`config.mk`:
```
export PLATFORM = sky130hd
export DESIGN_NAME = bcu_top
export DESIGN_NICKNAME = d
export VERILOG_FILES = /design/src/rtl/bcu_pkg.sv /design/src/rtl/bcu_decode.sv /design/src/rtl/bcu_compare.sv /design/src/rtl/bcu_target.sv /design/src/rtl/bcu_top.sv
export SDC_FILE = /design/constraint.sdc
export NUM_CORES = 1
export LEC_CHECK = 0
export BUFFER_PORTS_ARGS = -buffer_cell sky130_fd_sc_hd__buf_2
export CAP_MARGIN = 0
export CELL_PAD_IN_SITES_DETAIL_PLACEMENT = 0
export CELL_PAD_IN_SITES_GLOBAL_PLACEMENT = 1
export CORE_MARGIN = 2
export CORE_UTILIZATION = 26
export CTS_CLUSTER_SIZE = 25
export DETAILED_ROUTE_END_ITERATION = 10
export PLACE_DENSITY_LB_ADDON = 0.08
export SLEW_MARGIN = 20
export SYNTH_ARGS = -nofsm -noshare
export SYNTH_HDL_FRONTEND = slang
export SYNTH_SLANG_ARGS = --single-unit
```
`constraint.sdc`:
```
create_clock -name clk -period 5.8 [get_ports clk]
set_input_delay 0.29 -clock clk [delete_from_list [all_inputs] [get_ports clk]]
set_output_delay 0.29 -clock clk [all_outputs]
set_load 0.03 [all_outputs]
```
`src/rtl/bcu_pkg.sv`:
```
// Shared types for the branch condition unit.
// Assumes jump-class opcodes carry 3'b101 in bits 2:0.
package bcu_pkg;

    localparam logic [2:0] JMP_CLASS = 3'b101;

    typedef enum logic [3:0] {
        COND_NONE,
        COND_ALWAYS,
        COND_EQ,
        COND_NE,
        COND_SET,
        COND_UGT,
        COND_UGE,
        COND_ULT,
        COND_ULE,
        COND_SGT,
        COND_SGE,
        COND_SLT,
        COND_SLE
    } cond_e;

    typedef struct packed {
        cond_e cond;
        logic  use_reg;
        logic  is_call;
        logic  is_exit;
    } dec_t;

endpackage

```
`src/rtl/bcu_decode.sv`:
```
// Opcode decoder: turns an 8-bit opcode into a condition kind, an operand source
// select and the call and exit flags. Purely combinational.
// Assumes the only valid jump class is 3'b101; every other opcode decodes to nothing.
module bcu_decode
    import bcu_pkg::*;
(
    input  logic [7:0] opcode,
    output dec_t       dec
);

    // Map the operation nibble to a condition; bit 3 selects the source.
    always_comb begin
        dec         = '0;
        dec.cond    = COND_NONE;
        dec.use_reg = opcode[3];
        if (opcode[2:0] == JMP_CLASS) begin
            unique case (opcode[7:4])
                4'h0: dec.cond = opcode[3] ? COND_NONE : COND_ALWAYS;
                4'h1: dec.cond = COND_EQ;
                4'h2: dec.cond = COND_UGT;
                4'h3: dec.cond = COND_UGE;
                4'h4: dec.cond = COND_SET;
                4'h5: dec.cond = COND_NE;
                4'h6: dec.cond = COND_SGT;
                4'h7: dec.cond = COND_SGE;
                4'h8: dec.is_call = !opcode[3];
                4'h9: dec.is_exit = !opcode[3];
                4'ha: dec.cond = COND_ULT;
                4'hb: dec.cond = COND_ULE;
                4'hc: dec.cond = COND_SLT;
                4'hd: dec.cond = COND_SLE;
                default: dec.cond = COND_NONE;
            endcase
        end
    end

endmodule

```
`src/rtl/bcu_compare.sv`:
```
// Condition evaluator: compares two operands under the selected condition.
// Assumes both operands are already XLEN bits wide, with any immediate already extended.
module bcu_compare
    import bcu_pkg::*;
#(
    parameter int XLEN = 64
) (
    input  cond_e            cond,
    input  logic [XLEN-1:0]  lhs,
    input  logic [XLEN-1:0]  rhs,
    output logic             taken
);

    logic eq, ult, slt;

    // Base relations that every condition is built from.
    always_comb begin
        eq  = (lhs == rhs);
        ult = (lhs < rhs);
        slt = ($signed(lhs) < $signed(rhs));
    end

    // Select the relation named by the condition.
    always_comb begin
        unique case (cond)
            COND_ALWAYS: taken = 1'b1;
            COND_EQ:     taken = eq;
            COND_NE:     taken = !eq;
            COND_SET:    taken = |(lhs & rhs);
            COND_UGT:    taken = !ult && !eq;
            COND_UGE:    taken = !ult;
            COND_ULT:    taken = ult;
            COND_ULE:    taken = ult || eq;
            COND_SGT:    taken = !slt && !eq;
            COND_SGE:    taken = !slt;
            COND_SLT:    taken = slt;
            COND_SLE:    taken = slt || eq;
            default:     taken = 1'b0;
        endcase
    end

endmodule

```
`src/rtl/bcu_target.sv`:
```
// Next-PC generator: adds the instruction size for a fall-through, and the scaled,
// sign-extended displacement on top of that when the branch is taken.
// Assumes INSN_BYTES is a power of two.
module bcu_target #(
    parameter int PC_W       = 64,
    parameter int OFF_W      = 16,
    parameter int INSN_BYTES = 8
) (
    input  logic [PC_W-1:0]  pc,
    input  logic [OFF_W-1:0] off,
    input  logic             taken,
    output logic [PC_W-1:0]  next_pc
);

    localparam int SHIFT = $clog2(INSN_BYTES);

    logic [PC_W-1:0] seq_pc;
    logic [PC_W-1:0] disp;

    // Fall-through address and the displacement scaled to bytes.
    always_comb begin
        seq_pc  = pc + PC_W'(INSN_BYTES);
        disp    = {{(PC_W-OFF_W){off[OFF_W-1]}}, off} << SHIFT;
        next_pc = taken ? seq_pc + disp : seq_pc;
    end

endmodule

```
`src/rtl/bcu_top.sv`:
```
// Branch condition unit top. It decodes the opcode, picks the second operand
// (register, or sign-extended immediate), evaluates the condition, forms the
// next PC and registers every result. Latency is one cycle.
// Assumes a synchronous active-low reset; the outputs are zero while it is held.
module bcu_top
    import bcu_pkg::*;
#(
    parameter int XLEN       = 64,
    parameter int IMM_W      = 32,
    parameter int OFF_W      = 16,
    parameter int INSN_BYTES = 8
) (
    input  logic             clk,
    input  logic             rst_n,
    input  logic [7:0]       opcode_i,
    input  logic [XLEN-1:0]  pc_i,
    input  logic [XLEN-1:0]  dst_i,
    input  logic [XLEN-1:0]  src_i,
    input  logic [IMM_W-1:0] imm_i,
    input  logic [OFF_W-1:0] off_i,
    output logic             taken_o,
    output logic [XLEN-1:0]  next_pc_o,
    output logic             call_o,
    output logic             exit_o
);

    dec_t            dec;
    logic [XLEN-1:0] rhs;
    logic            taken_c;
    logic [XLEN-1:0] next_pc_c;

    bcu_decode u_decode (
        .opcode (opcode_i),
        .dec    (dec)
    );

    // Second operand: the register, or the sign-extended immediate.
    always_comb begin
        rhs = dec.use_reg ? src_i : {{(XLEN-IMM_W){imm_i[IMM_W-1]}}, imm_i};
    end

    bcu_compare #(.XLEN(XLEN)) u_compare (
        .cond  (dec.cond),
        .lhs   (dst_i),
        .rhs   (rhs),
        .taken (taken_c)
    );

    bcu_target #(.PC_W(XLEN), .OFF_W(OFF_W), .INSN_BYTES(INSN_BYTES)) u_target (
        .pc      (pc_i),
        .off     (off_i),
        .taken   (taken_c),
        .next_pc (next_pc_c)
    );

    // Output register stage with synchronous reset.
    always_ff @(posedge clk) begin
        if (!rst_n) begin
            taken_o   <= 1'b0;
            next_pc_o <= '0;
            call_o    <= 1'b0;
            exit_o    <= 1'b0;
        end else begin
            taken_o   <= taken_c;
            next_pc_o <= next_pc_c;
            call_o    <= dec.is_call;
            exit_o    <= dec.is_exit;
        end
    end

    // Byte displacement formed by multiplication, separately from the shifter, for the checks.
    logic [XLEN-1:0] chk_disp;
    always_comb chk_disp = {{(XLEN-OFF_W){off_i[OFF_W-1]}}, off_i} * XLEN'(INSN_BYTES);

    AST_RESET_CLEAR: assert property (@(posedge clk) !rst_n |=> (!taken_o && !call_o && !exit_o && next_pc_o == '0));
    AST_FLAGS_EXCLUSIVE: assert property (@(posedge clk) disable iff (!rst_n) $onehot0({taken_o, call_o, exit_o}));
    AST_CALL_RAISED: assert property (@(posedge clk) disable iff (!rst_n) (opcode_i == 8'h85) |=> (call_o && !taken_o));
    AST_EXIT_RAISED: assert property (@(posedge clk) disable iff (!rst_n) (opcode_i == 8'h95) |=> (exit_o && !taken_o));
    AST_JA_TAKEN: assert property (@(posedge clk) disable iff (!rst_n) (opcode_i == 8'h05) |=> taken_o);
    AST_OTHER_QUIET: assert property (@(posedge clk) disable iff (!rst_n) (opcode_i[2:0] != 3'b101) |=> (!taken_o && !call_o && !exit_o));
    AST_FALLTHROUGH_PC: assert property (@(posedge clk) disable iff (!rst_n) rst_n |=> (taken_o || next_pc_o == $past(pc_i) + XLEN'(INSN_BYTES)));
    AST_TAKEN_TARGET: assert property (@(posedge clk) disable iff (!rst_n) rst_n |=> (!taken_o || next_pc_o == $past(pc_i) + XLEN'(INSN_BYTES) + $past(chk_disp)));

endmodule

```
==> results.cfg <==
[synth]
synth_area_leader_cell = ha_1
synth.top_cell.area_share = 0.230
synthCells = 1386
mappedNetlistArea_um2 = 10300
synth-async-reset-ratio = 0
syn_nets = 1826
ys_seq_area_frac = 0.131
ys_ff_latch = 67
synth_flop_cell = dfxtp_1
synth_warnings = 0
synth_cell_type_count = 70
ys_top_cells_by_area = ha_1, dfxtp_1, a21oi_1
synth_enable_flop_cells = 0
syn_area_per_cell_um2 = 7.41

[sta]
period_share = 0.855
worst_pin_slew_ns = 0.919
setup_ws_ns = 0.844
rsz0062_at_grt = no
fmax_mhz = 202
finalSetupViolCount = 0
relSlewSlack = 0.381
hold_viol = 0
slew_viol_final = 0
period_minus_slack_ns = 4.96
timing.setup.tns_ns = 0

[floorplanning]
core_area_um2 = 38800
ios = 317
fp.dieH_um = 203
dieArea_um2 = 41100
core.rowCount = 72
start_util = 0.265
die_w_um = 203

[global_routing]
antenna_found_initial = 3
grt_usage = 0.176
grt_max_degree = 69
grt_pass1_wl_mm = 57.4
grt_pass1_vias = 10500
gr-total-overflow = 0

[hold_path]
hp-class = input port to register
min_from = pc_i[2]
whs_endpoint = next_pc_o[2]$_SDFF_PN0_
hold_path_depth = 2

[cts]
cts_hold_buf = 0
cts_tree = done
cts_root_buf = clkbuf_16
postCtsSetupRepairBufs = 0
clock-sinks = 67
cts_buffer_depth = 2
h-tree-depth = 3
post_cts_resized = 0
clk_pin_slew_worst_paths_ns = 0.06
numCtsBuffers = 9

[final_layout]
layout.nets = 2115
multi_input_area_um2 = 8370
seqCellArea_um2 = 1340
synthToLayoutAreaGrowth_pct = 23.9
fillers = 4351
final_common_cell = buf_2
layout_common_cells = buf_2, ha_1, a21oi_1
drive_gt1_frac = 0.218
final_util = 0.328

[route]
detail_route.first_pass.iterations = 4
drc = 0
wl_mm = 36.7
wire_per_inst_um = 16.7
drtIter0Drc = 416
vias = 10600
routed_via_density = 4.81
antenna_left = 0

[flow_run]
cap_viol_max_count = 0

[place]
dp_hpwl_mm = 31.0
gp_congestion = 0.857
place_ws_ns = 0.449
io_buffers = 316

[worst_setup_path]
critPathRequiredTime_ns = 6.09
crit_path_end_kind = register
path_max_fanout = 6
worstSetupStartpointType = input port
crit_arrival_ns = 5.24
path_class = input port to register

[power_and_ir_drop]
power_density_nw_per_um2 = 162
irDropWorstVdd_mv = 0.133
leakage_nw = 6.30

[status]
status = finished clean
[through the flow]
stage	std cells	area [um^2]	power [mW]	hold slack, ns
2_1_floorplan	1386	10300	1.18	0.417
4_1_cts	2198	12700	2.10	0.135
5_1_grt	2200	12700	2.23	0.148
6_report	2201	12700	2.06	0.151
3_5_place_dp	2182	12400	1.50	0.508
3_3_place_gp	2182	12400	1.51	0.507
[how the worst max path moves through the flow]
| stage | start | to | slack (ns) | cells after the start |
|---|---|---|---|---|
| finish | pc_i[15] | next_pc_o[61]$_SDFF_PN0_ | 0.84 | 21 |
| global route | pc_i[15] | next_pc_o[61]$_SDFF_PN0_ | 0.31 | 21 |
| CTS | pc_i[15] | next_pc_o[61]$_SDFF_PN0_ | 0.82 | 21 |
| detailed placement | pc_i[15] | next_pc_o[61]$_SDFF_PN0_ | 0.45 | 21 |
| global placement | pc_i[15] | next_pc_o[61]$_SDFF_PN0_ | 0.58 | 21 |
| floorplan | opcode_i[3] | next_pc_o[4]$_SDFF_PN0_ | 1.36 | 17 |
[worst max-delay path, stage by stage]
cell and delay (ns):
buf_2 0.12, and4_1 0.26, nand4_1 0.15, nor3_1 0.24, buf_4 0.18, and3_2 0.26, nand2_1 0.18, nor3_1 0.55
nand2_1 0.31, nor2_1 0.20, xnor2_1 0.17, ha_1 0.33, and3_1 0.22, nor2_1 0.14, nand2b_1 0.08, a2111oi_2 0.52
o21ai_2 0.19, or4b_1 0.52, a31oi_1 0.18, a21oi_1 0.06, nor2_1 0.10
[registers in the layout, indices dropped and copies added (netlist names)]
| signal | flops |
|---|---|
| next_pc_o | 64 |
| call_o | 1 |
| exit_o | 1 |
| taken_o | 1 |
[per-layer routing]
layer,routed length (um),GRT usage
met1,18400,0.246
met2,16600,0.288
met3,1250,0.0255
met4,445,0.0321
met5,13,0
[cell type report]
class                   instances  share of cell area
inverters                      90              0.0266
clock inverters                 4             0.00393
diodes                          3            0.000590
multi-input cells            1176               0.658
repair buffers                331               0.135
clock buffers                  12              0.0194
well taps                     518              0.0510
flip-flops and latches         67               0.105
[cells by family (layout without fill, tap and decap cells)]
kind of cell,after synthesis,after routing,share of synthesized area
adder cells (fa/ha/maj),190,190,0.232
XOR/XNOR,112,112,0.0955
AO/OA/AOI/OAI,347,347,0.215
other,0,3,0
buffers and inverters,143,437,0.0548
AND/OR/NAND/NOR,476,476,0.222
multiplexers,51,51,0.0500
flip-flops,67,67,0.131
[report_power, final]
part | switching [mW] | total, mW | internal, mW
logic | 0.592 | 0.990 | 0.398
registers | 0.00781 | 0.500 | 0.492
clock network | 0.222 | 0.566 | 0.344
total | 0.822 | 2.06 | 1.23
[cell usage after synthesis, types with 4 or more instances]
library cell and n:
a2111oi_0 4, clkbuf_1 39, a21oi_1 159, buf_1 4, o211ai_1 10, xnor2_1 76, a221o_1 4, dfxtp_1 67
a221oi_1 5, nand2b_1 10, nor3_1 22, and2_1 10, a21o_1 39, mux2i_1 49, o211a_1 4, or3_1 4
o31ai_1 5, ha_1 189, o21bai_1 9, a211oi_1 10, or2_2 6, a31oi_1 15, nor2b_1 12, nor2_1 154
nand3_1 50, nor4_1 25, and4_1 12, and3_1 14, nand2_1 110, o21ai_0 43, buf_2 6, xor2_1 36
o21a_1 7, nand4_1 34, inv_1 89, or4_1 4
Power figures use the tool's default switching activity.
